===== src/rtl/spi_chain_pkg.sv =====
package spi_chain_pkg;
  localparam int FRAME_W = 16;
  localparam int DATA_W  = 8;
  localparam int ADDR_W  = 3;
  localparam int NREG    = 1 << ADDR_W;

  typedef enum logic [1:0] {
    CMD_DIAG  = 2'b00,
    CMD_READ  = 2'b01,
    CMD_RESET = 2'b10,
    CMD_WRITE = 2'b11
  } cmd_e;

  localparam logic [ADDR_W-1:0] A_NONE = 3'd0;
  localparam logic [ADDR_W-1:0] A_MAP  = 3'd1;
  localparam logic [ADDR_W-1:0] A_BOOL = 3'd2;
  localparam logic [ADDR_W-1:0] A_OVL  = 3'd3;
  localparam logic [ADDR_W-1:0] A_OVT  = 3'd4;
  localparam logic [ADDR_W-1:0] A_SLEW = 3'd5;
  localparam logic [ADDR_W-1:0] A_STAT = 3'd6;
  localparam logic [ADDR_W-1:0] A_CTRL = 3'd7;

  localparam logic [FRAME_W-DATA_W-ADDR_W-1:0] RESP_TAG = 5'b01000;

  function automatic logic [DATA_W-1:0] reg_default(logic [ADDR_W-1:0] a);
    return (a == A_MAP) ? 8'h08 : 8'h00;
  endfunction
endpackage


===== src/rtl/spi_pin_sync.sv =====
module spi_pin_sync #(
  parameter int STAGES = 2
) (
  input  logic clk_i,
  input  logic rst_ni,
  input  logic cs_ni,
  input  logic sclk_i,
  input  logic si_i,
  output logic sel_o,
  output logic cs_fall_o,
  output logic cs_rise_o,
  output logic sclk_rise_o,
  output logic sclk_fall_o,
  output logic si_o
);
  localparam int LAST = STAGES - 1;

  logic [LAST:0] cs_q, sclk_q, si_q;
  logic          cs_d, sclk_d;

  always_ff @(posedge clk_i or negedge rst_ni) begin
    if (!rst_ni) begin
      cs_q   <= '1;
      sclk_q <= '0;
      si_q   <= '0;
      cs_d   <= 1'b1;
      sclk_d <= 1'b0;
    end else begin
      cs_q   <= {cs_q[LAST-1:0], cs_ni};
      sclk_q <= {sclk_q[LAST-1:0], sclk_i};
      si_q   <= {si_q[LAST-1:0], si_i};
      cs_d   <= cs_q[LAST];
      sclk_d <= sclk_q[LAST];
    end
  end

  assign sel_o       = ~cs_q[LAST];
  assign cs_fall_o   = cs_d & ~cs_q[LAST];
  assign cs_rise_o   = ~cs_d & cs_q[LAST];
  // serial clock edges only count while selected
  assign sclk_rise_o = sel_o & sclk_q[LAST] & ~sclk_d;
  assign sclk_fall_o = sel_o & ~sclk_q[LAST] & sclk_d;
  assign si_o        = si_q[LAST];
endmodule


===== src/rtl/spi_frame_shifter.sv =====
module spi_frame_shifter
  import spi_chain_pkg::*;
#(
  parameter int COMMIT_MOD = 8
) (
  input  logic               clk_i,
  input  logic               rst_ni,
  input  logic               cs_fall_i,
  input  logic               sclk_rise_i,
  input  logic               sclk_fall_i,
  input  logic               si_i,
  input  logic [FRAME_W-1:0] load_i,
  output logic               so_o,
  output cmd_e               cmd_o,
  output logic [ADDR_W-1:0]  addr_o,
  output logic [DATA_W-1:0]  data_o,
  output logic               frame_ok_o
);
  localparam int CNT_W = $clog2(COMMIT_MOD);

  logic [FRAME_W-1:0] sr_q;
  logic [CNT_W-1:0]   cnt_q;
  logic               seen_q;
  logic               so_q;

  always_ff @(posedge clk_i or negedge rst_ni) begin
    if (!rst_ni) begin
      sr_q   <= '0;
      cnt_q  <= '0;
      seen_q <= 1'b0;
      so_q   <= 1'b0;
    end else if (cs_fall_i) begin
      sr_q   <= load_i;
      cnt_q  <= '0;
      seen_q <= 1'b0;
      so_q   <= 1'b0;
    end else if (sclk_rise_i) begin
      so_q <= sr_q[FRAME_W-1];
      sr_q <= {sr_q[FRAME_W-2:0], 1'b0};
    end else if (sclk_fall_i) begin
      sr_q[0] <= si_i;
      cnt_q   <= cnt_q + CNT_W'(1);
      seen_q  <= 1'b1;
    end
  end

  assign so_o       = so_q;
  assign cmd_o      = cmd_e'(sr_q[FRAME_W-1 -: 2]);
  assign addr_o     = sr_q[DATA_W +: ADDR_W];
  assign data_o     = sr_q[DATA_W-1:0];
  assign frame_ok_o = seen_q & (cnt_q == '0);
endmodule


===== src/rtl/spi_cmd_regs.sv =====
module spi_cmd_regs
  import spi_chain_pkg::*;
(
  input  logic               clk_i,
  input  logic               rst_ni,
  input  logic               commit_i,
  input  logic               cs_fall_i,
  input  cmd_e               cmd_i,
  input  logic [ADDR_W-1:0]  addr_i,
  input  logic [DATA_W-1:0]  data_i,
  input  logic [DATA_W-1:0]  status_i,
  output logic               resp_pend_o,
  output logic [FRAME_W-1:0] resp_word_o,
  output logic               diag_clr_o,
  output logic [DATA_W-1:0]  map_o,
  output logic [DATA_W-1:0]  bool_o,
  output logic [DATA_W-1:0]  ovl_cfg_o,
  output logic [DATA_W-1:0]  ovt_cfg_o,
  output logic [DATA_W-1:0]  slew_o,
  output logic [DATA_W-1:0]  ctrl_o
);
  logic [DATA_W-1:0] regs [NREG];
  logic [DATA_W-1:0] rd_data;

  for (genvar g = 0; g < NREG; g++) begin : g_reg
    if (g == int'(A_NONE) || g == int'(A_STAT)) begin : g_hole
      assign regs[g] = '0;
    end else begin : g_rw
      always_ff @(posedge clk_i or negedge rst_ni) begin
        if (!rst_ni) begin
          regs[g] <= reg_default(ADDR_W'(g));
        end else if (commit_i) begin
          if (cmd_i == CMD_RESET) regs[g] <= reg_default(ADDR_W'(g));
          else if (cmd_i == CMD_WRITE && addr_i == ADDR_W'(g)) regs[g] <= data_i;
        end
      end
    end
  end

  assign rd_data = (addr_i == A_STAT) ? status_i : regs[addr_i];

  always_ff @(posedge clk_i or negedge rst_ni) begin
    if (!rst_ni) begin
      resp_pend_o <= 1'b0;
      resp_word_o <= '0;
      diag_clr_o  <= 1'b0;
    end else begin
      diag_clr_o <= commit_i;
      if (commit_i && cmd_i == CMD_READ) begin
        resp_pend_o <= 1'b1;
        resp_word_o <= {RESP_TAG, addr_i, rd_data};
      end else if (cs_fall_i) begin
        resp_pend_o <= 1'b0;
      end
    end
  end

  assign map_o     = regs[A_MAP];
  assign bool_o    = regs[A_BOOL];
  assign ovl_cfg_o = regs[A_OVL];
  assign ovt_cfg_o = regs[A_OVT];
  assign slew_o    = regs[A_SLEW];
  assign ctrl_o    = regs[A_CTRL];
endmodule


===== src/rtl/spi_chain_slave.sv =====
module spi_chain_slave
  import spi_chain_pkg::*;
#(
  parameter int SYNC_STAGES = 2,
  parameter int COMMIT_MOD  = 8
) (
  input  logic        clk_i,
  input  logic        rst_ni,
  input  logic        cs_ni,
  input  logic        sclk_i,
  input  logic        si_i,
  output logic        so_o,
  output logic        so_oe_o,
  input  logic [15:0] diag_i,
  input  logic [7:0]  status_i,
  output logic [7:0]  map_o,
  output logic [7:0]  bool_o,
  output logic [7:0]  ovl_cfg_o,
  output logic [7:0]  ovt_cfg_o,
  output logic [7:0]  slew_o,
  output logic [7:0]  ctrl_o,
  output logic        diag_clr_o
);
  logic               sel, cs_fall, cs_rise, sclk_rise, sclk_fall, si_s;
  logic               so_bit, frame_ok, commit, resp_pend;
  logic [FRAME_W-1:0] resp_word, load_word;
  cmd_e               f_cmd;
  logic [ADDR_W-1:0]  f_addr;
  logic [DATA_W-1:0]  f_data;

  spi_pin_sync #(.STAGES(SYNC_STAGES)) u_sync (
    .clk_i(clk_i), .rst_ni(rst_ni), .cs_ni(cs_ni), .sclk_i(sclk_i), .si_i(si_i),
    .sel_o(sel), .cs_fall_o(cs_fall), .cs_rise_o(cs_rise),
    .sclk_rise_o(sclk_rise), .sclk_fall_o(sclk_fall), .si_o(si_s)
  );

  assign load_word = resp_pend ? resp_word : diag_i;

  spi_frame_shifter #(.COMMIT_MOD(COMMIT_MOD)) u_shift (
    .clk_i(clk_i), .rst_ni(rst_ni), .cs_fall_i(cs_fall),
    .sclk_rise_i(sclk_rise), .sclk_fall_i(sclk_fall), .si_i(si_s),
    .load_i(load_word), .so_o(so_bit),
    .cmd_o(f_cmd), .addr_o(f_addr), .data_o(f_data), .frame_ok_o(frame_ok)
  );

  assign commit = cs_rise & frame_ok;

  spi_cmd_regs u_regs (
    .clk_i(clk_i), .rst_ni(rst_ni), .commit_i(commit), .cs_fall_i(cs_fall),
    .cmd_i(f_cmd), .addr_i(f_addr), .data_i(f_data), .status_i(status_i),
    .resp_pend_o(resp_pend), .resp_word_o(resp_word), .diag_clr_o(diag_clr_o),
    .map_o(map_o), .bool_o(bool_o), .ovl_cfg_o(ovl_cfg_o), .ovt_cfg_o(ovt_cfg_o),
    .slew_o(slew_o), .ctrl_o(ctrl_o)
  );

  assign so_oe_o = sel;
  assign so_o    = sel & so_bit;
endmodule


===== config.mk =====
export PLATFORM = sky130hd
export DESIGN_NAME = spi_chain_slave
export DESIGN_NICKNAME = d
export VERILOG_FILES = /design/src/rtl/spi_chain_pkg.sv /design/src/rtl/spi_pin_sync.sv /design/src/rtl/spi_frame_shifter.sv /design/src/rtl/spi_cmd_regs.sv /design/src/rtl/spi_chain_slave.sv
export SDC_FILE = /design/constraint.sdc
export NUM_CORES = 1
export LEC_CHECK = 0
export ABC_AREA = 1
export BUFFER_PORTS_ARGS = -buffer_cell sky130_fd_sc_hd__buf_2
export CORE_MARGIN = 2
export CORE_UTILIZATION = 35
export CTS_CLUSTER_SIZE = 10
export DETAILED_ROUTE_END_ITERATION = 6
export PLACE_DENSITY = 0.59
export SYNTH_ARGS = -nofsm -noshare
export SYNTH_HDL_FRONTEND = slang
export SYNTH_HIERARCHICAL = 1
export SYNTH_SLANG_ARGS = --single-unit

===== constraint.sdc =====
create_clock -name clk_i -period 3.89 [get_ports clk_i]
set_input_delay 0.389 -clock clk_i [delete_from_list [all_inputs] [get_ports clk_i]]
set_output_delay 0.389 -clock clk_i [all_outputs]
set_load 0.02 [all_outputs]

==> metrics.yaml, run 1 <==
yosys:
  synthesis.area_sq_um: 4881
  synth_top_area_share_pct: 44.60
  synth-edff-count: 0
  synth-simple-area-share_pct: 39.55
  synth_top_family_by_area: "simple AND/OR/NAND/NOR gates"
  ys_ff_latch: 91
  synth-compound-area-share_pct: 3.179
  synth_xor_xnor_area_share_pct: 0
  synthTopCellsByCount: "nand2_1 (258), dfrtp_1 (87), nand3_1 (72), nand4_1 (48), inv_1 (30)"
  synth_ff_type: "dfrtp_1"
  ys_top_cells_by_area: "dfrtp_1 (45%), nand2_1 (20%), nand3_1 (7.4%), nand4_1 (6.2%), buf_4 (3.2%)"
  async_flop_share_pct: 100.0
  synth_most_common_cell: "nand2_1"
  synthMuxAreaShare_pct: 0
  synthAdderAreaFrac_pct: 0.5127
  syn_avg_cell_area_sq_um: 7.860
  syn_inst: 621
  yosysSeqAreaShare_pct: 46.76
  synth_area_leader_cell: "dfrtp_1"
  ys_warn_count: 6
  ys_types: 28
place:
  gp_congestion: 0.8382
  dp_hpwl_microns: 9722
  io_buffers: 79
  dpl_worst_slack_ns: 1.593
pwr:
  vdd.ir_drop.worst_v: 0.0003689
  p_leak_uw: 0.003023
  power_density_nw_per_um2: 525.8
grt:
  grt_pass1_vias: 4147
  grt_max_degree: 65
  grt_first_pass_wirelength_microns: 23150
  gr-total-overflow: 0
  antenna_found_initial: 0
  grtUsageTotal_pct: 20.31
sta:
  drv_slew: 0
  max_freq_mhz: 426.8
  hold_violations: 0
  period_share_pct: 60.23
  rsz0062_at_grt: "no"
  postLayoutSetupSlackWorst_ns: 1.547
  tns_ns: 0
  worstMarginPinSlew_ns: 1.033
  setup_viol: 0
  slew_headroom_pct: 30.90
  skew_ns: 0.006318
  finalCriticalPeriod_ns: 2.343
cts:
  cts_sinks: 91
  cts_tree: "yes"
  numCtsBuffers: 9
  cts_setup_buffers: 0
  clkTransAtPathRegs_ns: 0.06
  cts_buffer_depth: 2
  root_buffer: "clkbuf_16"
  cts-resized-gates: 0
  htree_levels: 3
  cts_hold_buf: 0
  clkLatencyLatePin_ns: 0.34
floorplanning:
  core_sq_um: 13770
  start_util_pct: 35.44
  ios: 80
  num_rows: 43
  die_h_microns: 122.1
  die_area_sq_um: 14910
  dieWidth_microns: 122.1
detailed_routing:
  dr.pass1.iters: 5
  drt_iter0_markers: 367
  wl_per_cell_microns: 16.95
  drtAntennaViolNets: 0
  vias: 4443
  drc_errors: 0
  wl_microns: 14510
  viasPerCell: 5.190
outcome:
  status: "finished clean"
hold_path:
  hold_class: "in -> reg"
cells_and_area:
  fin_nets: 702
  syn2layout_area_growth_pct: 13.43
  n_fill_cell: 1416
  antenna_cells: 0
  layout-drive-gt1-share_pct: 23.37
setup_path:
  arrival_ns: 2.56
  cp-start-kind: "flop"
  path_class: "reg -> reg"
  cp.required_ns: 4.11
  critPathMaxFanout: 18
  end_kind: "flop"
job:
  maxCapViolations: 0
[area by class of cell]
type,instances,area (sq um),area share [%]
clock inverter,4,73.82,1.333
sequential,91,2282,41.22
timing repair buffer,84,435.4,7.864
clock buffer,12,246.5,4.452
multi-input combinational,447,2126,38.40
tap,180,225.2,4.068
inverter,38,147.6,2.667
[worst max-delay path, cell delays in order, from the launching register on]
cell	delay (ns)
dfrtp_1	0.39
inv_1	0.08
ha_1	0.14
nand2_1	0.05
nor2_1	0.11
nand2_1	0.06
inv_1	0.06
nand2_1	0.05
nor2_1	0.78
inv_1	0.29
nand2_1	0.13
o21ai_1	0.07
[cells by family after synthesis]
logic type | after synthesis
simple gates | 422
fa+ha+maj | 2
flops | 91
compound gates | 19
other cells | 1
buf+inv | 86
[cell usage in the layout, fill, tap and decap left out]
master     count
nor2_1         8
nand4_1       48
conb_1         4
inv_1         30
clkbuf_16      9
inv_2          6
buf_4          6
ha_1           2
nand2_1      258
bufinv_16      2
nand3b_1       1
nor2_2         6
o21ai_4        1
buf_2         78
o21ai_2       13
nand3_2        7
inv_6          1
clkinv_4       1
nor2_4         3
or2_2          9
nand3_1       72
o21ai_0        2
nand2_2        9
clkbuf_8       1
clkbuf_1       2
dfrtp_1       87
clkinv_2       1
dfstp_2        4
o21ai_1        3
nor3_2         1
clkinv_1       1
[worst paths after layout]
path                                  start                     end  slack, ns  cells past startpoint
setup / recovery           u_shift/cnt_q[0]  u_regs/resp_word_o[10]       1.55                     11
hold / removal                        cs_ni          u_sync/cs_q[0]       0.15                      1
setup reg to reg           u_shift/cnt_q[0]  u_regs/resp_word_o[10]       1.55                     11
hold reg to reg              u_sync/si_q[0]          u_sync/si_q[1]       0.35                      0
max in group asynchronous            rst_ni         u_shift/sr_q[3]       2.85                      2
min in group asynchronous            rst_ni         u_regs/map_o[1]       0.16                      1
[through the flow]
step | hold WS (ns) | total power, uW | cells | utilization, % | area, sq um
2_1_floorplan | 0.09341 | 1776 | 624 | - | 4892
3_5_place_dp | 0.3355 | 1975 | 840 | 37.87 | 5216
3_3_place_gp | 0.3342 | 1965 | 840 | 37.87 | 5216
5_1_grt | 0.1424 | 3066 | 856 | 40.20 | 5537
6_report | 0.1546 | 2911 | 856 | 40.20 | 5537
4_1_cts | 0.1423 | 2934 | 856 | 40.20 | 5537
[state kept, by name (all words and copies together) (netlist names), 2 cells and up]
name / flops
u_sync/sclk_q: 2
u_shift/sr_q: 16
u_regs/map_o: 8
u_regs/ctrl_o: 8
u_regs/bool_o: 8
u_sync/cs_q: 2
u_shift/cnt_q: 3
u_regs/slew_o: 8
u_sync/si_q: 2
u_regs/resp_word_o: 12
u_regs/ovt_cfg_o: 8
u_regs/ovl_cfg_o: 8
[per-layer routing]
metal	vias to the layer above	part of all wire [%]	GRT usage, %
li1	2096	-	-
met1	2133	47	30.93
met2	189	44	28.77
met3	25	6.6	2.996
met4	0	2.7	7.974
met5	-	0	0
[where the power goes]
group          switching [uW]  internal, uW  leakage, uW  total, uW
Combinational             439           217      0.00168        656
Clock                     363           581     0.000157        944
Sequential                202          1110      0.00119       1310
No activity file was read; power rests on OpenSTA's default activity.
==> inputs of run 2 (changes only) <==
PLACE_DENSITY = 0.61   (was 0.59)
clock period = 2.1 ns   (was 3.89 ns; I/O delays follow)
==> run 2 against run 1 <==
Net effect:
- critical endpoint is now u_regs/map_o[1]
- via count fell by 0.63%
- maximum frequency up 31%
- register-to-register slack lost 1.2 ns
- cell count rose by 1.5%
- setup slack got worse by 1.2 ns
- sequential power rose by 88%
- total power rose by 81%
- core utilization is 0.70 points higher
- flip-flop and latch count unchanged
==> metrics.yaml, run 2 (same netlist as run 1, synthesis figures left out) <==
outcome:
  status: "finished clean"  # unchanged
sta:
  hold_violations: 0  # unchanged
  skew_ns: 0.007048  # was 0.006318 ns
  period_share_pct: 85.14  # was 60.23%
  setup_viol: 0  # unchanged
  finalCriticalPeriod_ns: 1.788  # was 2.343 ns
  drv_slew: 0  # unchanged
  max_freq_mhz: 559.3  # was 426.8 MHz
  rsz0062_at_grt: "no"  # unchanged
  tns_ns: 0  # unchanged
  slew_headroom_pct: 61.21  # was 30.90%
  worstMarginPinSlew_ns: 0.5818  # was 1.033 ns
floorplanning:
  die_h_microns: 122.1  # unchanged
  num_rows: 43  # unchanged
  dieWidth_microns: 122.1  # unchanged
  start_util_pct: 35.44  # unchanged
  ios: 80  # unchanged
  die_area_sq_um: 14910  # unchanged
  core_sq_um: 13770  # unchanged
setup_path:
  cp.required_ns: 2.33  # was 4.11 ns
  slowest_delay_ns: 0.56  # was 0.78 ns
  arrival_ns: 2.02  # was 2.56 ns
  cp.buffers_inverters: 3  # unchanged
  cp_top_family: "simple AND/OR/NAND/NOR gates"  # unchanged
  slowest_stage: "dfstp_2"  # was nor2_1
  reg2regPathDepth: 8  # was 11
  crit_cells: 8  # was 11
  r2r_start: "u_sync/cs_q[1]"  # was u_shift/cnt_q[0]
  path_class: "reg -> reg"  # unchanged
  critPathMaxFanout: 47  # was 18
  critPathLaunch: "u_sync/cs_q[1]"  # was u_shift/cnt_q[0]
  endpoint: "u_regs/map_o[1]"  # was u_regs/resp_word_o[10]
  cp_common_cell: "nand2_1"  # unchanged
  cp_cell_sequence: "inv_2 > nor2_1 > nand2_1 > inv_1 > buf_12 > nand2_2 > nand2_1 > o21ai_2"  # was inv_1 > ha_1 > nand2_1 > nor2_1 > nand2_1 > inv_1 > nand2_1 > nor2_1 > inv_1 > nand2_1 > o21ai_1
  r2r_slack_ns: 0.31  # was 1.55 ns
  rr_endpoint: "u_regs/map_o[1]"  # was u_regs/resp_word_o[10]
  end_kind: "flop"  # unchanged
  cp-start-kind: "flop"  # unchanged
detailed_routing:
  drt_iter0_markers: 361  # was 367
  drtAntennaViolNets: 0  # unchanged
  drc_errors: 0  # unchanged
  wl_microns: 14380  # was 14510 microns
  vias: 4415  # was 4443
  viasPerCell: 5.081  # was 5.190
  dr.pass1.iters: 5  # unchanged
  wl_per_cell_microns: 16.55  # was 16.95 microns
job:
  maxCapViolations: 0  # unchanged
cts:
  cts_buffer_depth: 2  # unchanged
  clkTransAtPathRegs_ns: 0.06  # about the same
  cts_sinks: 91  # unchanged
  cts-resized-gates: 0  # unchanged
  numCtsBuffers: 9  # unchanged
  clkLatencyLatePin_ns: 0.35  # was 0.34 ns
  htree_levels: 3  # unchanged
  root_buffer: "clkbuf_16"  # unchanged
  cts_tree: "yes"  # unchanged
grt:
  grtUsageTotal_pct: 20.19  # was 20.31%
  grt_max_degree: 53  # was 65
  gr-total-overflow: 0  # unchanged
  grt_pass1_vias: 4188  # was 4147
  grt_first_pass_wirelength_microns: 22600  # was 23150 microns
  antenna_found_initial: 0  # unchanged
cells_and_area:
  seq_area_sq_um: 2282  # unchanged
  top_register: "u_shift/sr_q"  # unchanged
  antenna_cells: 0  # unchanged
  fin_nets: 715  # was 702
  final_cell_mix: "nand2_1 (258), dfrtp_1 (87), buf_2 (78), nand3_1 (72), nand4_1 (48)"  # unchanged
  reg_top3: "u_shift/sr_q (16), u_regs/resp_word_o (12)"  # unchanged
  largest_reg_flops: 16  # unchanged
  n_fill_cell: 1466  # was 1416
  syn2layout_area_growth_pct: 15.41  # was 13.43%
  multi_input_area_sq_um: 2126  # unchanged
  final_common_cell: "nand2_1"  # unchanged
  fin_util_pct: 40.90  # was 40.20%
  layout-drive-gt1-share_pct: 24.24  # was 23.37%
pwr:
  power_density_nw_per_um2: 935.9  # was 525.8 nW/um^2
  vdd.ir_drop.worst_v: 0.0005155  # was 0.0003689 V
  p_leak_uw: 0.003078  # was 0.003023 uW
hold_path:
  hold_class: "in -> reg"  # unchanged
place:
  io_buffers: 79  # unchanged
  gp_congestion: 0.9294  # was 0.8382
  dp_hpwl_microns: 9897  # was 9722 microns
==> run 2: cell count changes in the layout (fill, tap and decap cells not counted) <==
cell	previous run	this run
bufinv_16	2	0
clkinv_2	1	2
dlygate4sd3_1	0	4
buf_12	0	2
clkinv_4	1	0
clkbuf_8	1	3
buf_4	6	13
==> run 2: worst reg2reg max path, stage by stage (launching register included) <==
cell and delay (ns):
dfstp_2 0.56, inv_2 0.06, nor2_1 0.13, nand2_1 0.08, inv_1 0.11, buf_12 0.23, nand2_2 0.28, nand2_1 0.16
o21ai_2 0.06
==> run 2: worst min-delay path by stage <==
| stage | end | cells past startpoint | slack [ns] | startpoint |
|---|---|---|---|---|
| 2_1_floorplan | u_regs/bool_o[0] | 0 | -0.09 | rst_ni |
| 3_3_place_gp | u_regs/map_o[2] | 1 | 0.23 | rst_ni |
| 5_1_grt | u_shift/sr_q[11] | 5 | 0.21 | diag_i[11] |
| 3_5_place_dp | u_regs/map_o[4] | 1 | 0.24 | rst_ni |
| 6_report | u_shift/sr_q[11] | 5 | 0.18 | diag_i[11] |
| 4_1_cts | u_shift/sr_q[11] | 5 | 0.18 | diag_i[11] |
==> run 2: metrics by stage <==
| stage | power, uW | cell area (sq um) | hold WS, ns | std cells | setup slack, ns |
|---|---|---|---|---|---|
| final | 5272 | 5633 | 0.1841 | 869 | 0.3122 |
| after global routing | 5552 | 5633 | 0.2078 | 869 | 0.1672 |
| after CTS | 5292 | 5633 | 0.1801 | 869 | 0.3073 |
| after detailed placement | 3721 | 5309 | 0.2391 | 849 | 0.3199 |
| after global placement | 3699 | 5309 | 0.2312 | 849 | 0.3641 |
| after floorplan | 3291 | 4892 | -0.08559 | 624 | 0.4647 |
==> run 2: power by group <==
part / switching (uW) / internal, uW / total (uW)
Clock: 659 / 897 / 1560
Sequential: 409 / 2050 / 2460
Combinational: 806 / 447 / 1250
Total: 1870 / 3400 / 5270
==> run 2: timing repair <==
action | in CTS | in global routing
hold buffers | 4 | 0
setup buffers | 0 | 0
setup endpoints to repair | 0 | 0
hold endpoints to repair | 41 | 0
==> run 2: layout make-up <==
cell class	count	area share [%]
clock buffers	14	4.865
multi-input cells	447	37.74
well taps	180	3.998
inverters	38	2.621
repair buffers	97	10.08
clock inverters	2	0.1777
flip-flops and latches	91	40.52
==> run 2: routing by layer <==
layer	GRT usage [%]	wire length [microns]
met5	0	0
met4	8.046	331
met3	5.150	1083
met2	29.96	6457
met1	28.18	6504
